## config.mk

```make
export PLATFORM = sky130hd
export DESIGN_NAME = aliased_regfile
export DESIGN_NICKNAME = d
export VERILOG_FILES = /design/src/rtl/rf_pkg.sv /design/src/rtl/rf_view_decode.sv /design/src/rtl/rf_read_port.sv /design/src/rtl/aliased_regfile.sv
export SDC_FILE = /design/constraint.sdc
export NUM_CORES = 1
export LEC_CHECK = 0
export BUFFER_PORTS_ARGS = -buffer_cell sky130_fd_sc_hd__buf_4
export CAP_MARGIN = 20
export CORE_AREA = 2 2 177 179
export CTS_BUF_LIST = sky130_fd_sc_hd__clkbuf_4 sky130_fd_sc_hd__clkbuf_8
export DETAILED_ROUTE_END_ITERATION = 16
export DIE_AREA = 0 0 179 181
export PLACE_DENSITY = 0.78
export SLEW_MARGIN = 30
export SYNTH_ARGS = -nofsm -noshare
export SYNTH_HDL_FRONTEND = slang
export SYNTH_SLANG_ARGS = --single-unit
export TNS_END_PERCENT = 20
```

## constraint.sdc

```tcl
create_clock -name clk -period 2.2 [get_ports clk]
set_input_delay 0.22 -clock clk [delete_from_list [all_inputs] [get_ports clk]]
set_output_delay 0.22 -clock clk [all_outputs]
set_load 0.01 [all_outputs]
```

## src/rtl/rf_pkg.sv

```systemverilog
package rf_pkg;
    typedef enum logic [1:0] {
        VIEW_WORD = 2'd0,
        VIEW_HALF = 2'd1,
        VIEW_LOB  = 2'd2,
        VIEW_HIB  = 2'd3
    } view_e;

    localparam int VIEW_BYTE_W = 8;
endpackage

```

## src/rtl/rf_view_decode.sv

```systemverilog
module rf_view_decode #(
    parameter int XLEN          = 32,
    parameter int IDX_W         = 3,
    parameter int NUM_BYTE_REGS = 4
) (
    input  logic [IDX_W-1:0]         idx,
    input  logic [1:0]               view,
    output logic                     illegal,
    output logic [XLEN-1:0]          lane_mask,
    output logic [$clog2(XLEN)-1:0]  lane_shift
);
    import rf_pkg::*;

    localparam int HALF_W = XLEN / 2;
    localparam int SH_W   = $clog2(XLEN);

    logic is_byte;

    always_comb begin
        is_byte    = 1'b0;
        lane_mask  = '1;
        lane_shift = '0;
        case (view_e'(view))
            VIEW_WORD: begin
                lane_mask = '1;
            end
            VIEW_HALF: begin
                lane_mask = {{(XLEN-HALF_W){1'b0}}, {HALF_W{1'b1}}};
            end
            VIEW_LOB: begin
                is_byte   = 1'b1;
                lane_mask = XLEN'({VIEW_BYTE_W{1'b1}});
            end
            default: begin
                is_byte    = 1'b1;
                lane_mask  = XLEN'({VIEW_BYTE_W{1'b1}}) << VIEW_BYTE_W;
                lane_shift = SH_W'(VIEW_BYTE_W);
            end
        endcase
        illegal = is_byte && (32'(idx) >= NUM_BYTE_REGS);
    end
endmodule

```

## src/rtl/rf_read_port.sv

```systemverilog
module rf_read_port #(
    parameter int NUM_REGS      = 8,
    parameter int XLEN          = 32,
    parameter int IDX_W         = 3,
    parameter int NUM_BYTE_REGS = 4
) (
    input  logic [NUM_REGS-1:0][XLEN-1:0] regs,
    input  logic [IDX_W-1:0]              idx,
    input  logic [1:0]                    view,
    output logic [XLEN-1:0]               data,
    output logic                          illegal
);
    logic [XLEN-1:0]         mask;
    logic [$clog2(XLEN)-1:0] shift;
    logic [XLEN-1:0]         word;

    rf_view_decode #(
        .XLEN(XLEN), .IDX_W(IDX_W), .NUM_BYTE_REGS(NUM_BYTE_REGS)
    ) u_dec (
        .idx(idx), .view(view), .illegal(illegal),
        .lane_mask(mask), .lane_shift(shift)
    );

    always_comb begin
        word = regs[idx];
        data = illegal ? '0 : ((word & mask) >> shift);
    end
endmodule

```

## src/rtl/aliased_regfile.sv

```systemverilog
module aliased_regfile #(
    parameter int NUM_REGS      = 8,
    parameter int XLEN          = 32,
    parameter int NUM_BYTE_REGS = 4,
    parameter int NUM_RD        = 2,
    localparam int IDX_W        = $clog2(NUM_REGS)
) (
    input  logic                          clk,
    input  logic                          rst_n,
    input  logic                          wr_en,
    input  logic [IDX_W-1:0]              wr_idx,
    input  logic [1:0]                    wr_view,
    input  logic [XLEN-1:0]               wr_data,
    output logic                          wr_illegal,
    input  logic [NUM_RD-1:0][IDX_W-1:0]  rd_idx,
    input  logic [NUM_RD-1:0][1:0]        rd_view,
    output logic [NUM_RD-1:0][XLEN-1:0]   rd_data,
    output logic [NUM_RD-1:0]             rd_illegal
);
    typedef struct packed {
        logic [NUM_REGS-1:0][XLEN-1:0] regs;
    } rf_state_t;

    rf_state_t st_d, st_q;

    logic [NUM_REGS-1:0][XLEN-1:0] regs_q;
    logic [XLEN-1:0]               wr_mask;
    logic [$clog2(XLEN)-1:0]       wr_shift;

    assign regs_q = st_q.regs;

    rf_view_decode #(
        .XLEN(XLEN), .IDX_W(IDX_W), .NUM_BYTE_REGS(NUM_BYTE_REGS)
    ) u_wdec (
        .idx(wr_idx), .view(wr_view), .illegal(wr_illegal),
        .lane_mask(wr_mask), .lane_shift(wr_shift)
    );

    // Next state: merge the selected lane into the addressed register.
    always_comb begin
        st_d = st_q;
        if (wr_en && !wr_illegal) begin
            st_d.regs[wr_idx] = (st_q.regs[wr_idx] & ~wr_mask)
                              | ((wr_data << wr_shift) & wr_mask);
        end
    end

    always_ff @(posedge clk or negedge rst_n) begin
        if (!rst_n) begin
            st_q <= '0;
        end else begin
            st_q <= st_d;
        end
    end

    for (genvar g = 0; g < NUM_RD; g++) begin : g_rd
        rf_read_port #(
            .NUM_REGS(NUM_REGS), .XLEN(XLEN),
            .IDX_W(IDX_W), .NUM_BYTE_REGS(NUM_BYTE_REGS)
        ) u_rd (
            .regs(regs_q), .idx(rd_idx[g]), .view(rd_view[g]),
            .data(rd_data[g]), .illegal(rd_illegal[g])
        );
    end
endmodule

```

# Yosys cells after proc, flatten, opt, wreduce, memory -nomap -nowiden
# Index checks and enable logic that the tools add are counted.
# classes
magnitude_cmp	7
eq_ne	6
shifts	3
n_mux	20
n_bitwise	6
n_reduce_logical	15
# ops
operator	count
$bmux 32 s3	3
$pmux 32 s3	3
$bwmux 256	1
$mux 32	6
$and 32x32->32	4
$demux 32 s3	1
$shr 32x4->32	2
$not 32->32	1
$or 32x32->32	1
$shl 32x5->32	1
$lt 3x4->1 const B	3
$mux 4	3
$ge 3x3->1 const B	3
$reduce_or 3->1	3
$eq 2x1->1 const B	3
$eq 2x2->1 const B	3
$logic_not 2->1	3
$reduce_or 2->1	3
$logic_and 1x1->1	5
$ge 3x1->1 const B	1
$mux 1	3
$logic_not 1->1	1
# totals
ff_bits	256
in_bits	50
output_inout_bits	67

# Logic depth before layout (Yosys ltp)
# Gate-level depths: netlist of the first run.
# logic_depth
ltp_word	7
mapped_depth	8

# By module
# Synthesis of the first run repeated with hierarchy kept, for this count alone.
# hier_totals
cells_unflattened	2347
hier_area_um2	23353.6
# by_module_without_submodules
module	n_inst	cells_per_inst	area_per_inst_um2	seq_area_each_um2
aliased_regfile	1	1268	14267.4	6406.1
rf_read_port	2	481	4126.5	0.0
rf_view_decode	3	39	277.8	0.0

# Worst setup path before layout of the first run
# No wires, ideal clock.
# synth_timing
kind	input-to-output
start	input port rd_idx[0] (netlist name)
end	output port rd_data[25] (netlist name)
arrival_ns	1.560
path_slack_ns	0.420
path_stages	6
path_buffers	3
path_cell_list	buf_2 -> buf_4 -> buf_4 -> mux4_2 -> mux2i_1 -> nor2_1
# synth_rtl
item	line	rtl
start: declaration	aliased_regfile.sv:15	input logic [NUM_RD-1:0][IDX_W-1:0] rd_idx,
end: declaration	aliased_regfile.sv:17	output logic [NUM_RD-1:0][XLEN-1:0] rd_data,

==> results of run 1 <==
==> cell type report <==
class | count | area [um^2] | area share [%]
flip-flops and latches | 256 | 6410 | 34.1
repair buffers | 206 | 1780 | 9.51
diodes | 1 | 2.50 | 0.0133
multi-input cells | 1138 | 9010 | 48.0
clock inverters | 7 | 120 | 0.640
well taps | 396 | 495 | 2.64
inverters | 1 | 3.75 | 0.0200
clock buffers | 78 | 936 | 4.99
==> metrics by stage <==
stage | setup TNS [ps] | std cells
floorplan | 0 | 1533
global placement | 0 | 1983
detailed placement | 0 | 1983
CTS | -932 | 2078
global route | -1960 | 2083
finish | -1030 | 2083
==> critical path: cells and delay by family, from the launching register on <==
family,cells,cell delay [ps]
multiplexers,2,690
flip-flops,1,410
buffers and inverters,1,160
AO/OA/AOI/OAI,2,270
==> report_power, final <==
group	internal [mW]	switching (mW)
logic	2.60	2.42
registers	5.83	1.19
clock network	3.03	2.08
==> metal layers <==
| metal | up-vias | GRT usage (%) |
|---|---|---|
| met5 | - | 0 |
| met4 | 2 | 15.4 |
| met2 | 874 | 46.7 |
| met3 | 236 | 6.63 |
| li1 | 5939 | - |
| met1 | 6666 | 40.3 |
==> repair_timing <==
action	CTS	global route
hold endpoints to repair	55	0
setup buffers	9	5
gates resized for setup	23	15
endpoints found under the setup margin	13	24
pin swaps	8	6
hold buffers	1	0
==> cells in the final DEF (no fill, tap or decap), types with 4 or more instances in the layout <==
cell type / count
dfrtp_1: 256
nor2_1: 234
mux2i_1: 197
buf_4: 183
a21oi_1: 144
mux4_2: 113
nand2_1: 98
a22oi_1: 69
a31oi_1: 65
clkbuf_8: 56
o21ai_0: 53
nor2b_1: 27
and2_1: 22
clkbuf_4: 22
buf_12: 17
a31oi_2: 16
nand3_1: 16
o21ai_1: 13
nor3_2: 9
mux2i_2: 7
o22ai_1: 6
nor2_2: 5
nor3_1: 5
nand4_1: 5
or3_1: 4
buf_6: 4
==> final timing paths <==
check                                        start                 endpoint  cells past startpoint
max in group asynchronous                    rst_n   regs_q[84]$_DFFE_PN0P_                      3
min in group asynchronous                    rst_n  regs_q[227]$_DFFE_PN0P_                      2
setup / recovery           regs_q[105]$_DFFE_PN0P_              rd_data[33]                      5
hold / removal                         wr_data[25]   regs_q[89]$_DFFE_PN0P_                      4
hold reg to reg            regs_q[225]$_DFFE_PN0P_  regs_q[225]$_DFFE_PN0P_                      2
setup reg to reg           regs_q[150]$_DFFE_PN0P_  regs_q[246]$_DFFE_PN0P_                      4
==> cell families (layout without fill, tap and decap cells) <==
logic type	after synthesis	after routing	share of synthesized area, %
AO/OA/AOI/OAI	377	377	14.3
buffers and inverters	139	292	4.70
flip-flops	256	256	40.1
multiplexers	320	320	28.9
other	0	1	0
AND/OR/NAND/NOR	441	441	11.9
==> run metrics, run 1 <==
post-route ant nets=0; # fillers=about 2300; crit path kind=flip-flop to output pin; VDD IR max=0.512 mV; count of final setup violators=15; leading area contributor after synthesis=dfrtp_1; Worst Path Max Fanout=4; crit path cell chain=mux4_2 -> mux2i_2 -> o31a_1 -> o21ai_1 -> buf_4; antenna violations before repair=3; R2R setup slack=750 ps; CTS Buf Count=46; Tmin final=2330 ps; row count=64; most common cell in the netlist=dfrtp_1; max-slew violations=0; Placement Cell Area=between 0.015 and 0.02 mm^2; CP Capture Type=output pin; met3 WL=about 5.3 mm; initial core utilization=a little over half; Final #Nets=1699; Design Power=about 17 mW; Post-Route WL=between 40 and 50 mm; GRT Resource Usage Total=30.3%; actual slew at the worst max-slew pin=between 600 and 700 ps; run status=finished, violations left; # DRC=0; startpoint class of the critical path=flip-flop; global route total overflow=0; number of synthesized register bits=between 200 and 300; Die Ht=181 um; fraction of layout cells with a size suffix above 1=between 20% and 30%; Area Growth Syn to Fin=17.5%; Max-Cap Viols=0; IO Pins=~120; DRT Pass-1 Iters=6; Sink Count=between 200 and 300; relative slew slack=between 50% and 60%; GPL Wtd Cong=between 0.9 and 1; vias=between 10000 and 15000; vias in the first global route=roughly 14000; Final Cycle Share=106%; Largest register FFs=~260; register area share after synthesis=approximately two fifths; Vias/cell=~6.6; Cells after Synth=approximately 1500; worst hold path class=input port to flip-flop; syn_area_per_cell=between 10 and 15 um^2; fin worst setup slack=-130 ps; setup slack at placement=roughly 170 ps; DIE WIDTH=~180 um; initial drt markers=approximately 1300; M1 WL=between 15 and 20 mm; synthesized cell area=between 0.015 and 0.02 mm^2; top cells by area, synth=dfrtp_1 (40%), mux4_2 (16%), mux2i_1 (13%), nor2_1 (5.6%), a21oi_1 (4.6%); TritonCTS clock tree=yes; RSZ-0062 raised after global routing=yes; CP arrival=~2100 ps; WHS=90.6 ps; Met2 Routed Length=~23 mm; CTS clk-pin slew, worst paths=around 60 ps; Post-synth top flop=dfrtp_1; DR top layer=met5; Critical-path top delay cell=mux4_2; Fmax achieved=429 MHz; most frequent cells after synthesis=dfrtp_1 (256), nor2_1 (240), mux2i_1 (207); routed length per instance=about 23 um; Die ar.=~0.032 mm^2; CORE AREA=slightly above 0.03 mm^2; cell area after layout=about 0.019 mm^2; Yosys top cell area share=roughly two fifths; first-pass GRT wire length=around 76 mm; HPWL after DPL=about 32 mm; Fin. Hold Viols=0; CP max stage delay=between 400 and 500 ps; yosys synthesis warning count=0; Worst-Skew Late Latency=slightly below 600 ps; largest net degree at the start of global routing=between 70 and 80; port bufs=116; post-layout util=61.8%; Final Skew=around 25 ps; clk root buf=clkbuf_8; Longest Clk Path Bufs=3; CTS H-Tree Depth=2; failing checks=setup timing; Synth async-reset ratio=100%; distinct cell type count after synthesis=36; pwr dens=914 mW/mm^2; syn nets=~1600; CP required=just under 2000 ps; Leakage=8.05 nW; number of synthesized flops with an enable pin=0
No activity file was read; power rests on OpenSTA's default activity.
==> run 2: changes to the inputs <==
CORE_AREA = 2 2 213 215   (was 2 2 177 179)
DIE_AREA = 0 0 215 217   (was 0 0 179 181)
PLACE_DENSITY = 0.77   (was 0.78)
SYNTH_HIERARCHICAL = 1   (was not set)
==> run metrics, run 2 <==
Storage cell area=between 0.006 and 0.007 mm^2; crit path cell chain=mux4_2 -> mux2i_1 -> buf_4 -> o32ai_4 -> mux4_2 -> and2_0 -> o21ai_1 -> o211ai_1 -> buf_4; Final #Nets=~2900; max-slew violations=0; CTS H-Tree Depth=2; Tmin final=between 3000 and 4000 ps; Synth async-reset ratio=between 90% and 100%; Die ar.=roughly 0.047 mm^2; Worst-Skew Late Latency=590 ps; fin worst setup slack=-1000 ps; CP Capture Type=output pin; pwr dens=~750 mW/mm^2; CTS clk-pin slew, worst paths=approximately 60 ps; Top Family by Delay on Critical Path=multiplexers; row count=78; # fillers=approximately 3200; vias in the first global route=approximately 24000; TritonCTS clock tree=yes; GPL Wtd Cong=between 1 and 1.5; startpoint class of the critical path=flip-flop; Switching Share=a little under 40%; worst reg-to-reg path cell count=7; most frequent cells in the layout=buf_4 (708), mux2_2 (267), dfrtp_1 (246), nand2_1 (239), mux2i_1 (136); relative slew slack=29.3%; antenna violations before repair=2; VDD IR max=0.432 mV; port bufs=116; Longest Clk Path Bufs=3; Bufs and invs on worst path=2; actual slew at the worst max-slew pin=roughly 1100 ps; first-pass GRT wire length=approximately 150 mm; most common cell after layout, fill and taps aside=buf_4; Fmax achieved=approximately 310 MHz; CP required=1980 ps; Die Ht=roughly 220 um; WHS=between 200 and 250 ps; post-route ant nets=0; Post-synth top flop=dfrtp_1; most common cell in the netlist=mux2_2; Largest register FFs=256; failing checks=setup timing; number of synthesized flops with an enable pin=0; top cells by area, synth=dfrtp_1 (27%), mux2_2 (14%), mux4_2 (11%), mux2i_1 (6.6%), nand2_1 (4.0%); DRT Pass-1 Iters=8; HPWL after DPL=71.8 mm; CORE AREA=~0.045 mm^2; distinct cell type count after synthesis=86; Final Cycle Share=145%; Final Skew=around 22 ps; Post-Route WL=98.7 mm; cell area after layout=0.0308 mm^2; Fin. Hold Viols=0; Sink Count=256; Critical Path Stages=9; crit path kind=flip-flop to output pin; syn_area_per_cell=approximately 10 um^2; Placement Cell Area=0.0286 mm^2; sequential share of power=around a third; RSZ-0062 raised after global routing=yes; Leakage=13.4 nW; Non-Filler Instances=roughly 3500; footprint of the multi-input gates=around 0.016 mm^2; Yosys top cell area share=between 20% and 30%; Sum Neg Setup Slack=-43450 ps; P_sw=8.97 mW; CTS Buf Count=41; Clock power frac=between 10% and 20%; combinational power share=about half; run status=finished, violations left; fraction of layout cells with a size suffix above 1=approximately 50%; internal power=14.3 mW; global route total overflow=0; synthesized cell area=roughly 0.023 mm^2; Cells after Synth=between 2000 and 2500; Area Growth Syn to Fin=32.0%; register area share after synthesis=27.4%; CP max stage delay=500 ps; CP arrival=a little under 3000 ps; setup slack at placement=-753 ps; initial core utilization=between 50% and 60%; Critical-path top delay cell=mux4_2; DIE WIDTH=about 220 um; # DRC=0; placed cell count=around 3400; Max-Cap Viols=0; routed length per instance=about 28 um; Vias/cell=6.93; number of synthesized register bits=256; GRT Resource Usage Total=a little over 40%; IO Pins=117; clk root buf=clkbuf_8; vias=about 24000; leading area contributor after synthesis=dfrtp_1; count of final setup violators=64; initial drt markers=~3400; most frequent cells after synthesis=mux2_2 (287), dfrtp_1 (256), nand2_1 (246); yosys synthesis warning count=6; Worst Path Max Fanout=4; largest net degree at the start of global routing=80; worst hold path class=input port to asynchronous set/reset pin
[run 2: cell count changes after synthesis, moves of 36 or more]
| cell | before | now |
|---|---|---|
| mux2_2 | 0 | 287 |
| nand2_1 | 98 | 246 |
| a21oi_1 | 146 | 41 |
| nor2_1 | 240 | 140 |
| buf_4 | 16 | 112 |
| o21ai_0 | 55 | 136 |
| o22ai_1 | 9 | 68 |
| a31oi_1 | 65 | 8 |
| mux2i_1 | 207 | 155 |
| o221ai_1 | 0 | 43 |
| inv_1 | 1 | 38 |
| a22oi_1 | 72 | 36 |
| o211ai_1 | 0 | 36 |
[run 2: cells by family after synthesis]
family,after synthesis,synth area share [%]
DFF,256,27.4
other,3,0.0482
AOI/OAI and AO/OA,630,19.7
and+or+nand+nor,546,10.4
muxes,585,33.9
buffers and inverters,327,8.55
[run 2: worst reg2reg max path: stages, from the launching register on]
cell and delay [ps]:
dfrtp_1 400, buf_4 160, mux4_2 500, nand2_1 110, a21o_1 200, buf_12 140
o41ai_4 200, mux2_2 350
[run 2: layout make-up]
cell class                 instances  area share, %
tap                              600           2.43
sequential                       256           20.8
timing repair buffer             782           21.3
multi-input combinational       1773           52.1
clock inverter                     6          0.134
inverter                          42          0.528
antenna                            1        0.00812
clock buffer                      68           2.73
[run 2: per-layer routing]
| metal | vias up | global-route usage, % | wire, um |
|---|---|---|---|
| met5 | - | 0 | 25 |
| met2 | 1976 | 63.6 | 43100 |
| li1 | 10100 | - | - |
| met1 | 11800 | 49.1 | 34600 |
| met3 | 612 | 11.6 | 11900 |
| met4 | 4 | 30.3 | 9040 |
[run 2: power groups by stage]
stage | registers [mW] | logic [mW] | clock network, mW
final | 7.47 | 11.4 | 4.42
after global routing | 7.50 | 11.8 | 4.61
after CTS | 7.25 | 10.5 | 4.42
after floorplan | 6.84 | 5.40 | 0
after global placement | 7.18 | 9.57 | 0
after detailed placement | 7.30 | 9.86 | 0
[run 2: per-stage QoR]
| stage | util [%] | total power [mW] |
|---|---|---|
| floorplan | - | 12.2 |
| global placement | 64.0 | 16.7 |
| detailed placement | 64.0 | 17.2 |
| CTS | 67.8 | 22.2 |
| global route | 69.0 | 23.9 |
| finish | 69.0 | 23.2 |
[run 2: what timing repair did]
action / in CTS / in global routing
pin swaps: 52 / 26
setup buffers: 14 / 23
setup endpoints to repair: 71 / 75
hold buffers: 1 / 0
endpoints found under the hold margin: 73 / 0
resized for setup: 155 / 92
[run 2: final timing paths]
path / startpoint / to / slack (ps)
worst min register to register: regs_q[108]$_DFFE_PN0P_ / regs_q[108]$_DFFE_PN0P_ / 540
min in group clk: wr_view[0] / regs_q[152]$_DFFE_PN0P_ / 340
worst max register to register: regs_q[220]$_DFFE_PN0P_ / regs_q[92]$_DFFE_PN0P_ / 10
worst max-delay path: regs_q[169]$_DFFE_PN0P_ / rd_data[1] / -1000
max in group asynchronous: rst_n / regs_q[253]$_DFFE_PN0P_ / 1200
worst min-delay path: rst_n / regs_q[28]$_DFFE_PN0P_ / 230
